===== src/rtl/sio_pkg.sv =====
package sio_pkg;
  typedef enum logic {SLOT_AUDIO = 1'b0, SLOT_CTRL = 1'b1} slot_kind_e;
endpackage


===== src/rtl/sio_edge_sync.sv =====
module sio_edge_sync #(
  parameter int STAGES = 2
) (
  input  logic clk,
  input  logic rst,
  input  logic sck_in,
  input  logic fs_in,
  input  logic rxd_in,
  output logic sck_rise,
  output logic sck_fall,
  output logic fs_s,
  output logic rxd_s
);
  localparam int TOP = STAGES - 1;

  logic [TOP:0] sck_q, fs_q, rxd_q;
  logic         sck_d;

  always_ff @(posedge clk) begin
    if (rst) begin
      sck_q <= '1;
      fs_q  <= '0;
      rxd_q <= '0;
      sck_d <= 1'b1;
    end else begin
      sck_q <= {sck_q[TOP-1:0], sck_in};
      fs_q  <= {fs_q[TOP-1:0], fs_in};
      rxd_q <= {rxd_q[TOP-1:0], rxd_in};
      sck_d <= sck_q[TOP];
    end
  end

  assign sck_rise = sck_q[TOP] & ~sck_d;
  assign sck_fall = ~sck_q[TOP] & sck_d;
  assign fs_s     = fs_q[TOP];
  assign rxd_s    = rxd_q[TOP];
endmodule


===== src/rtl/sio_frame_timer.sv =====
module sio_frame_timer #(
  parameter int FRAME_LEN = 128
) (
  input  logic clk,
  input  logic rst,
  input  logic sck_rise,
  input  logic fs_s,
  input  logic ctl_pending,
  output logic norm_sync,
  output logic sec_sync
);
  localparam int PW   = $clog2(FRAME_LEN) + 1;
  localparam int HALF = FRAME_LEN / 2;
  localparam logic [PW-1:0] SEC_POS = PW'(HALF - 1);
  localparam logic [PW-1:0] POS_MAX = {PW{1'b1}};

  logic [PW-1:0] pos;

  always_ff @(posedge clk) begin
    if (rst) begin
      pos       <= POS_MAX;
      norm_sync <= 1'b0;
      sec_sync  <= 1'b0;
    end else begin
      norm_sync <= 1'b0;
      sec_sync  <= 1'b0;
      if (sck_rise) begin
        if (fs_s && ctl_pending && pos == SEC_POS) begin
          sec_sync <= 1'b1;
          pos      <= pos + 1'b1;
        end else if (fs_s) begin
          norm_sync <= 1'b1;
          pos       <= '0;
        end else if (pos != POS_MAX) begin
          pos <= pos + 1'b1;
        end
      end
    end
  end
endmodule


===== src/rtl/sio_shifter.sv =====
module sio_shifter
  import sio_pkg::*;
#(
  parameter int SLOT_W = 16
) (
  input  logic              clk,
  input  logic              rst,
  input  logic              norm_sync,
  input  logic              sec_sync,
  input  logic              sck_rise,
  input  logic              sck_fall,
  input  logic              rxd_s,
  input  logic [SLOT_W-1:0] tx_audio,
  input  logic [SLOT_W-1:0] ctl_word,
  input  logic              ctl_pending,
  output logic              txd,
  output logic [SLOT_W-1:0] rx_word,
  output logic              rx_done,
  output slot_kind_e        rx_kind
);
  localparam int CW = $clog2(SLOT_W + 1);
  localparam logic [CW-1:0] FULL = CW'(SLOT_W);

  logic [SLOT_W-1:0] tx_sh, rx_sh;
  logic [CW-1:0]     tx_left, rx_left;
  slot_kind_e        kind;

  always_ff @(posedge clk) begin
    if (rst) begin
      tx_sh   <= '0;
      rx_sh   <= '0;
      tx_left <= '0;
      rx_left <= '0;
      kind    <= SLOT_AUDIO;
      txd     <= 1'b0;
      rx_word <= '0;
      rx_done <= 1'b0;
    end else begin
      rx_done <= 1'b0;
      if (norm_sync) begin
        tx_sh   <= {tx_audio[SLOT_W-1:1], ctl_pending};
        tx_left <= FULL;
        rx_left <= FULL;
        kind    <= SLOT_AUDIO;
      end else if (sec_sync) begin
        tx_sh   <= ctl_word;
        tx_left <= FULL;
        rx_left <= FULL;
        kind    <= SLOT_CTRL;
      end else begin
        if (sck_fall) begin
          if (tx_left != '0) begin
            txd     <= tx_sh[SLOT_W-1];
            tx_sh   <= tx_sh << 1;
            tx_left <= tx_left - 1'b1;
          end else begin
            txd <= 1'b0;
          end
        end
        if (sck_rise && rx_left != '0) begin
          rx_sh   <= {rx_sh[SLOT_W-2:0], rxd_s};
          rx_left <= rx_left - 1'b1;
          if (rx_left == CW'(1)) begin
            rx_word <= {rx_sh[SLOT_W-2:0], rxd_s};
            rx_done <= 1'b1;
          end
        end
      end
    end
  end

  assign rx_kind = kind;
endmodule


===== src/rtl/sio_codec_slave.sv =====
module sio_codec_slave
  import sio_pkg::*;
#(
  parameter int FRAME_LEN   = 128,
  parameter int SLOT_W      = 16,
  parameter int SYNC_STAGES = 2
) (
  input  logic              clk,
  input  logic              rst,
  input  logic              sck_in,
  input  logic              fs_in,
  input  logic              rxd_in,
  output logic              txd_out,
  input  logic [SLOT_W-1:0] tx_audio,
  input  logic              ctl_wr,
  input  logic [SLOT_W-1:0] ctl_wdata,
  output logic              ctl_pending,
  output logic [SLOT_W-1:0] rx_audio,
  output logic              rx_audio_vld,
  output logic [SLOT_W-1:0] rx_ctl,
  output logic              rx_ctl_vld
);
  logic sck_rise, sck_fall, fs_s, rxd_s;
  logic norm_sync, sec_sync, rx_done;
  logic [SLOT_W-1:0] ctl_word, rx_word;
  slot_kind_e rx_kind;

  sio_edge_sync #(.STAGES(SYNC_STAGES)) u_sync (
    .clk(clk), .rst(rst), .sck_in(sck_in), .fs_in(fs_in), .rxd_in(rxd_in),
    .sck_rise(sck_rise), .sck_fall(sck_fall), .fs_s(fs_s), .rxd_s(rxd_s)
  );

  sio_frame_timer #(.FRAME_LEN(FRAME_LEN)) u_timer (
    .clk(clk), .rst(rst), .sck_rise(sck_rise), .fs_s(fs_s),
    .ctl_pending(ctl_pending), .norm_sync(norm_sync), .sec_sync(sec_sync)
  );

  sio_shifter #(.SLOT_W(SLOT_W)) u_shift (
    .clk(clk), .rst(rst), .norm_sync(norm_sync), .sec_sync(sec_sync),
    .sck_rise(sck_rise), .sck_fall(sck_fall), .rxd_s(rxd_s),
    .tx_audio(tx_audio), .ctl_word(ctl_word), .ctl_pending(ctl_pending),
    .txd(txd_out), .rx_word(rx_word), .rx_done(rx_done), .rx_kind(rx_kind)
  );

  always_ff @(posedge clk) begin
    if (rst) begin
      ctl_word     <= '0;
      ctl_pending  <= 1'b0;
      rx_audio     <= '0;
      rx_audio_vld <= 1'b0;
      rx_ctl       <= '0;
      rx_ctl_vld   <= 1'b0;
    end else begin
      rx_audio_vld <= 1'b0;
      rx_ctl_vld   <= 1'b0;
      if (rx_done && rx_kind == SLOT_AUDIO) begin
        rx_audio     <= rx_word;
        rx_audio_vld <= 1'b1;
      end
      if (rx_done && rx_kind == SLOT_CTRL) begin
        rx_ctl      <= rx_word;
        rx_ctl_vld  <= 1'b1;
        ctl_pending <= 1'b0;
      end
      if (ctl_wr) begin
        ctl_word    <= ctl_wdata;
        ctl_pending <= 1'b1;
      end
    end
  end
endmodule


===== config.mk =====
export PLATFORM = sky130hd
export DESIGN_NAME = sio_codec_slave
export DESIGN_NICKNAME = d
export VERILOG_FILES = /design/src/rtl/sio_pkg.sv /design/src/rtl/sio_edge_sync.sv /design/src/rtl/sio_frame_timer.sv /design/src/rtl/sio_shifter.sv /design/src/rtl/sio_codec_slave.sv
export SDC_FILE = /design/constraint.sdc
export NUM_CORES = 1
export LEC_CHECK = 0
export CORE_UTILIZATION = 45
export CTS_BUF_LIST = sky130_fd_sc_hd__clkbuf_16
export CTS_CLUSTER_SIZE = 30
export DETAILED_ROUTE_END_ITERATION = 7
export PLACE_DENSITY = 0.67
export SLEW_MARGIN = 20
export SYNTH_ARGS = -nofsm -noshare
export SYNTH_HDL_FRONTEND = slang
export SYNTH_HIERARCHICAL = 1
export SYNTH_SLANG_ARGS = --single-unit

===== constraint.sdc =====
create_clock -name clk -period 2.8 [get_ports clk]
set_input_delay 0.56 -clock clk [delete_from_list [all_inputs] [get_ports clk]]
set_output_delay 0.56 -clock clk [all_outputs]
set_load 0.01 [all_outputs]

# == After elaboration in Yosys (flattened, before gate mapping) ==
# Index checks and enable logic that the tools add are counted.
# word_totals
ff_bits,128
# op_classes
n_addsub,3
n_eq_ne,3
n_mux,22
bitwise,9
reduce_logical,23
# op_table
op,n
16-bit 2-to-1 mux,4
5-bit 2-to-1 mux,7
8-bit 2-to-1 mux,3
3-bit nonzero test,4
5-bit nonzero test,2
5-bit by 1-bit subtractor with 5-bit output (second input constant),2
8-bit by 1-bit adder with 8-bit output (second input constant),1
8-bit by 6-bit == test with 1-bit output (second input constant),1
1-bit 2-to-1 mux,8
8-bit != test (second input constant),1
1-bit NOT,7
2-bit AND reduction,3
3-bit AND reduction,2
3-bit OR reduction,2
5-bit by 1-bit == test with 1-bit output (second input constant),1
1-bit logical AND,5
4-bit AND reduction,1
2-bit OR reduction,2
4-bit OR reduction,1
1-bit AND,2
2-bit nonzero test,1

# == Depth between registers and ports, before layout ==
# Gate-level depths: netlist of the first run.
# logic_depth
depth_word,6
mapped_depth,8
mapped_depth_nobuf,5

# == By module ==
# Netlist of the first run, hierarchy kept.
# modules_own_cells
module,n_inst,cells_per_inst,area_each_um2
sio_shifter,1,317,2900.3
sio_codec_slave,1,185,2011.9
sio_frame_timer,1,74,599.3
sio_edge_sync,1,16,196.4

# == Worst setup path before layout of the first run ==
# No wires, ideal clock.
# synth_timing
path_kind,reg-to-reg
from,register u_shift.tx_left[0]
to,register u_shift.tx_sh[10]
setup_ps,72
arrival_ps,1692
required_ps,2728
slack_ps,1036
path_stages_with_launch,9
path_buffers,3
synth_period_minus_slack_ps,1764
path_cell_list,dfxtp_1 -> inv_1 -> ha_1 -> or4b_1 -> buf_6 -> a21boi_2 -> buf_6 -> buf_12 -> mux2i_1
# synth_via
elab_chain_len,3
# synth_lines
item,line,rtl
"start, declared",sio_shifter.sv:25,"logic [CW-1:0] tx_left, rx_left;"
"start signal, assigned",sio_shifter.sv:55,tx_left <= tx_left - 1'b1;
5-bit nonzero test,sio_shifter.sv:52,if (tx_left != '0) begin
3-bit nonzero test (no line),n/a,
2-bit AND reduction (no line),n/a,
"end signal, assigned",sio_shifter.sv:41,"tx_sh <= {tx_audio[SLOT_W-1:1], ctl_pending};"
"end signal, assigned",sio_shifter.sv:46,tx_sh <= ctl_word;
"end signal, assigned",sio_shifter.sv:54,tx_sh <= tx_sh << 1;
"end, declared",sio_shifter.sv:24,"logic [SLOT_W-1:0] tx_sh, rx_sh;"
# Every way passes these cells.
# A chain may end at the register's enable or synchronous reset.

# == Worst setup path after layout of the first run ==
# layout_timing
from,register ctl_pending
to,output port ctl_pending
# layout_rtl
item,line,rtl
"start, declared",sio_codec_slave.sv:17,"output logic ctl_pending,"
"start signal, assigned",sio_codec_slave.sv:48,ctl_pending <= 1'b0;
"start signal, assigned",sio_codec_slave.sv:63,ctl_pending <= 1'b0;
"start signal, assigned",sio_codec_slave.sv:67,ctl_pending <= 1'b1;
# No word-level cell between the ends.

==> results of run 1 <==
==> stage by stage <==
step,utilization (%),setup slack (ps),cells
6_report,57.1,768,831
5_1_grt,57.1,634,831
4_1_cts,57.1,747,831
3_5_place_dp,52.7,791,800
3_3_place_gp,52.7,879,800
2_1_floorplan,-,1040,592
==> cells in the final DEF (no fill, tap or decap), types with 2 or more instances in the layout <==
| cell | n |
|---|---|
| nor4_1 | 2 |
| buf_4 | 10 |
| inv_1 | 15 |
| clkbuf_16 | 17 |
| mux2i_1 | 79 |
| nand3_1 | 23 |
| and3_1 | 3 |
| a311oi_1 | 2 |
| nor2b_1 | 6 |
| nand2b_1 | 58 |
| nand2_1 | 58 |
| o31ai_1 | 6 |
| clkinv_1 | 6 |
| or2_1 | 4 |
| a21oi_1 | 33 |
| nor3_1 | 4 |
| nor3b_1 | 2 |
| mux2_2 | 15 |
| o21ai_0 | 18 |
| or3_1 | 2 |
| dfxtp_1 | 128 |
| nor4b_1 | 2 |
| nand4_1 | 3 |
| bufinv_16 | 2 |
| or2b_1 | 10 |
| clkinv_2 | 3 |
| clkdlybuf4s50_1 | 71 |
| o211ai_1 | 16 |
| nor2_1 | 27 |
| nand3b_1 | 2 |
| ha_1 | 4 |
==> how the worst max path moves through the flow <==
stage	startpoint	to	slack, ps	depth (start not counted)
finish	ctl_pending	ctl_pending	770	1
detailed placement	u_shift/tx_left[0]	u_shift/tx_sh[10]	790	6
CTS	ctl_pending	ctl_pending	750	1
floorplan	u_shift/tx_left[0]	u_shift/tx_sh[10]	1040	8
global placement	u_shift/tx_left[0]	u_shift/tx_sh[13]	880	6
global route	u_shift/tx_left[0]	u_shift/tx_sh[10]	630	6
==> area by class of cell <==
type	instances	area share [%]
Clock inverter	14	1.56
Tap cell	168	3.01
Inverter	13	0.700
Timing Repair Buffer	83	11.6
Multi-Input combinational cell	408	40.2
Sequential cell	128	36.7
Clock buffer	17	6.10
==> Yosys cell counts (all sizes together) (3+ instances only) <==
library cell  instances
dfxtp               128
mux2i                79
nand2                59
nand2b               58
a21oi                33
nor2                 27
buf                  25
nand3                24
o21ai                19
o211ai               16
mux2                 15
clkbuf               14
inv                  13
or2b                 10
nor2b                 7
o31ai                 6
ha                    4
nand4                 4
nor3                  4
or2                   4
and3                  3
dlygate4sd1           3
nor4b                 3
==> where the power goes <==
part           total [W]  internal [W]  switching [W]
combinational   0.000172     0.0000899      0.0000817
clock            0.00199       0.00127       0.000727
sequential       0.00186       0.00184      0.0000149
total            0.00403       0.00320       0.000824
==> cell families after synthesis <==
group | share of synthesized area [%]
adder cells (fa/ha/maj) | 0.877
XOR/XNOR | 0.153
AO/OA/AOI/OAI | 10.5
multiplexers | 16.8
AND/OR/NAND/NOR | 20.7
flip-flops | 44.9
buffers and inverters | 6.05
==> per-layer routing <==
layer / up-vias / part of all wire, % / routed length [um]
met2: 96 / 48 / 5550
met3: 12 / 3.5 / 407
li1: 2178 / - / -
met4: 0 / 1.2 / 143
met1: 2036 / 47 / 5400
met5: - / 0 / 0
==> registers in the layout, indices dropped and copies added (netlist names), 2 cells and up <==
register         count
u_shift/tx_left      5
u_timer/pos          8
u_sync/sck_q         2
rx_ctl              16
ctl_word            16
rx_audio            16
u_sync/rxd_q         2
u_sync/fs_q          2
u_shift/rx_left      5
u_shift/rx_word     16
u_shift/tx_sh       16
u_shift/rx_sh       15
==> qor.txt, run 1 <==
RSZ-0062 raised after global routing - no
Max incr delay on CP - 590 ps
Clock latency on the worst-skew pair - 410 ps
Slew headroom - 51.8%
Final setup violation count - 0
Max-slew violations - 0
CP Capture Type - output port
Worst Hold Class - flop to flop
Core area - 0.0122 mm2
Multi-input gate area - 0.00281 mm2
Full die area - 0.0131 mm2
Final period util - 72.6%
Run status - finished, final reports clean
Tmin final - 2030 ps
Pin slew with the least headroom to its limit - 721 ps
Post-synth top area cell - dfxtp_1
Cts repair resizes - 0
Register area - 0.00256 mm2
DR DRC count - 0
Slowest cell on crit path - clkdlybuf4s50_1
Largest net degree at the start of global routing - 88
Final RePlAce weighted congestion - 0.722
Startpoint Class - flop
Grt met3 use - 4.18%
Seq cells post-synth - 128
Fin. Hold Viols - 0
Num CTS Buffers - 17
Antenna diodes - 0
Final hold slack - 414 ps
Cell Chain, Critical Path - clkdlybuf4s50_1
GRT Max-Usage Layer - met2
Die extent in y - 115 um
# IOs - 74
Vias - 4322
Vias in the first global route - 4158
Setup TNS - 0 ps
Root buffer cell - clkbuf_16
Clock Skew - 7.99 ps
Clock sinks - 128
Overall routing resource usage - 19.0%
Routing usage on met1 - 22.9%
Hold depth - 1
Hold path start - u_sync/sck_q[0]
Syn Area/Cell - 9.64 um2
Area contributors post-synth - dfxtp_1 (45%), mux2i_1 (14%), nand2b_1 (6.4%), nand2_1 (3.8%), mux2_2 (3.0%)
Worst-path fanout max - 6
Final Instance Area - 0.00697 mm2
Area Overhead vs Synth - 22.2%
# nets final - 693
First-pass GRT wire length - 19600 um
F_max - 0.492 GHz
Main synth FF type - dfxtp_1
Synth unique cells - 62
Port Buffers - 72
Crit path DAT - 1470 ps
Fillcell total - 1142
Starting density of the core - 46.7%
Post-synthesis sequential area ratio - 44.9%
Post-synth EDFFs - 0
Clock transition at the registers of the reported paths - 50 ps
Share of cells above drive strength 1 - 9.50%
Power Density - 577 mW/mm2
Max VDD drop - 336 uV
Hold_buf cts - 0
Vias/cell - 5.20
CP required - 2240 ps
CP delay by family, top - buffers and inverters
Drt wl/cell - 13.8 um
Iteration-0 DRC count of the detailed router - 192
CTS H-tree lvls - 4
DRT antenna net count - 0
FP Rows - 40
CTS tree - yes
Worst reg-to-reg setup slack - 770 ps
DRT Wirelength - 11500 um
Syn nets - 634
Asr flop ratio synth - 0%
Depth of the most critical reg-to-reg path - 6
YS warnings - 6
Met2 GRT Util - 32.8%
Synth top area share - 44.9%
Initial antenna violation count - 0
Synth Cell Area - 0.00571 mm2
Lkg Pwr - 2.67 nW
Setup Buffers After CTS - 0
DR pass1 iterations - 5
Die span in x - 115 um
WP buf/inv - 1
Max clock buf depth - 2
Cell Area, Placed - 0.00644 mm2
Maxcap violations - 0
Final HPWL DP - 7600 um
WS Path Type - flop to output port
Reg-to-reg critical path startpoint - u_shift/tx_left[0]
Mapped Cells - 592
Hold path endpoint - u_sync/sck_q[1]
Grt ovf - 0
Reg2reg end - u_shift/tx_sh[10]
Total Power - 0.00403 W
Note: power is estimated with default switching activity, not from simulation.
==> inputs of run 2 (changes only) <==
==> constraint.sdc (replaced) <==
create_clock -name clk -period 1.9 [get_ports clk]
set_input_delay 0.38 -clock clk [delete_from_list [all_inputs] [get_ports clk]]
set_output_delay 0.38 -clock clk [all_outputs]
set_load 0.01 [all_outputs]
==> qor.txt, run 2 (synthesis gave the netlist of run 1 again) <==
DRT antenna net count - 0
Core Util, Final - 59.2%
Final cell count without fillers - 839
Root buffer cell - clkbuf_16
Clock sinks - 128
DR pass1 iterations - 4
Commonest cells after routing, fill and taps aside - dfxtp_1 (127), mux2i_1 (79), clkdlybuf4s50_1 (71), nand2b_1 (58), nand2_1 (58)
Cell Chain, Critical Path - inv_1, ha_1, or4b_1, a21boi_2, buf_12, mux2i_1
WS Path Type - flop to flop
Startpoint Class - flop
Tmin final - 1790 ps
DR DRC count - 0
Iteration-0 DRC count of the detailed router - 187
Net Switching - 0.00134 W
Depth of the most critical reg-to-reg path - 6
Initial antenna violation count - 0
Full die area - 0.0131 mm2
Largest net degree at the start of global routing - 53
Sequential fraction of design power - 40.3%
Fillcell total - 1091
Clock latency on the worst-skew pair - 420 ps
Clock transition at the registers of the reported paths - 60 ps
Switching share of total power - 19.8%
FP Rows - 40
Slew headroom - 67.2%
Max VDD drop - 539 uV
Multi-input gate area - 0.00281 mm2
Final RePlAce weighted congestion - 0.803
Final Instance Area - 0.00722 mm2
Cts repair resizes - 0
Most common cell after layout, fill and taps aside - dfxtp_1
Max incr delay on CP - 490 ps
F_max - 0.557 GHz
Worst reg-to-reg setup slack - 110 ps
P_int - 0.00544 W
Core area - 0.0122 mm2
Max clock buf depth - 2
Final period util - 94.5%
Total Power - 0.00679 W
Worst-path fanout max - 16
Die span in x - 115 um
RSZ-0062 raised after global routing - no
Overall routing resource usage - 19.2%
Register area - 0.00256 mm2
Grt ovf - 0
Power Density - 939 mW/mm2
Placed cell count - 807
Area Overhead vs Synth - 26.6%
Antenna diodes - 0
Reg2reg end - u_shift/tx_sh[11]
Power share of the clock group - 55.8%
Vias/cell - 5.12
Combinational Power Share - 3.8%
Fin. Hold Viols - 0
First-pass GRT wire length - 19700 um
Worst Hold Class - input pin to flop
Final HPWL DP - 7610 um
Die extent in y - 115 um
Port Buffers - 72
Lkg Pwr - 2.78 nW
Num CTS Buffers - 17
Final setup violation count - 0
Clock Skew - 7.24 ps
Crit path DAT - 2130 ps
# IOs - 74
CTS tree - yes
CP required - 2240 ps
Share of cells above drive strength 1 - 11.8%
Vias - 4297
Vias in the first global route - 4179
DRT Wirelength - 11800 um
Slowest cell on crit path - or4b_1
Pin slew with the least headroom to its limit - 491 ps
Cell Area, Placed - 0.00653 mm2
Setup TNS - 0 ps
Drt wl/cell - 14.0 um
Hold_buf cts - 0
CP Capture Type - flop
Starting density of the core - 46.7%
Crit path capture - u_shift/tx_sh[11]
CP Launch Point - u_shift/tx_left[0]
Reg-to-reg critical path startpoint - u_shift/tx_left[0]
Max-slew violations - 0
# nets final - 700
CTS H-tree lvls - 4
Run status - finished, final reports clean
Maxcap violations - 0
Setup Buffers After CTS - 0
==> run 2: cell count changes in the layout (fill, tap and decap cells not counted), sizes merged <==
| cell | before | now |
|---|---|---|
| buf | 12 | 19 |
| bufinv | 2 | 7 |
| clkinv | 9 | 5 |
| clkinvlp | 0 | 1 |
| inv | 16 | 15 |
==> run 2: per-stage QoR <==
step	worst slack [ps]	hold WS, ps
finish	105	293
global route	4.72	309
CTS	48.2	288
detailed placement	77.0	393
global placement	128	391
floorplan	136	383
==> run 2: area by class of cell <==
cell class | count | area share, %
Multi-Input combinational cell | 408 | 38.9
Sequential cell | 128 | 35.5
Timing Repair Buffer | 90 | 12.5
Clock buffer | 17 | 5.89
Clock inverter | 15 | 3.67
Tap cell | 168 | 2.91
Inverter | 13 | 0.675
==> run 2: power groups by stage <==
stage	registers, W	clock network [W]	logic (W)
CTS	0.00274	0.00384	0.000264
finish	0.00274	0.00379	0.000261
detailed placement	0.00279	0	0.000262
global placement	0.00279	0	0.000257
floorplan	0.00279	0	0.000151
global route	0.00274	0.00398	0.000284
==> run 2: worst min-delay path by stage <==
stage / startpoint / depth (start not counted) / endpoint / slack [ps]
finish: rst / 2 / ctl_word[1] / 290
global route: rst / 2 / ctl_word[1] / 310
CTS: rst / 2 / ctl_word[3] / 290
detailed placement: u_sync/sck_q[0] / 1 / u_sync/sck_q[1] / 390
global placement: u_sync/sck_q[0] / 1 / u_sync/sck_q[1] / 390
floorplan: u_sync/sck_q[0] / 1 / u_sync/sck_q[1] / 380
==> run 2: critical path: cells and delay by family (launching register included) <==
kind / cells / cell delay (ps)
buffers and inverters: 2 / 300
adder cells (fa/ha/maj): 1 / 190
flip-flops: 1 / 330
multiplexers: 1 / 200
AND/OR/NAND/NOR: 1 / 490
AO/OA/AOI/OAI: 1 / 210
==> run 2: routing by layer <==
layer	vias to the layer above	track usage (%)	wire length (um)
li1	2189	-	-
met1	2011	24.2	5530
met2	88	31.1	5690
met3	9	4.66	447
met4	0	8.57	103
met5	-	0	0
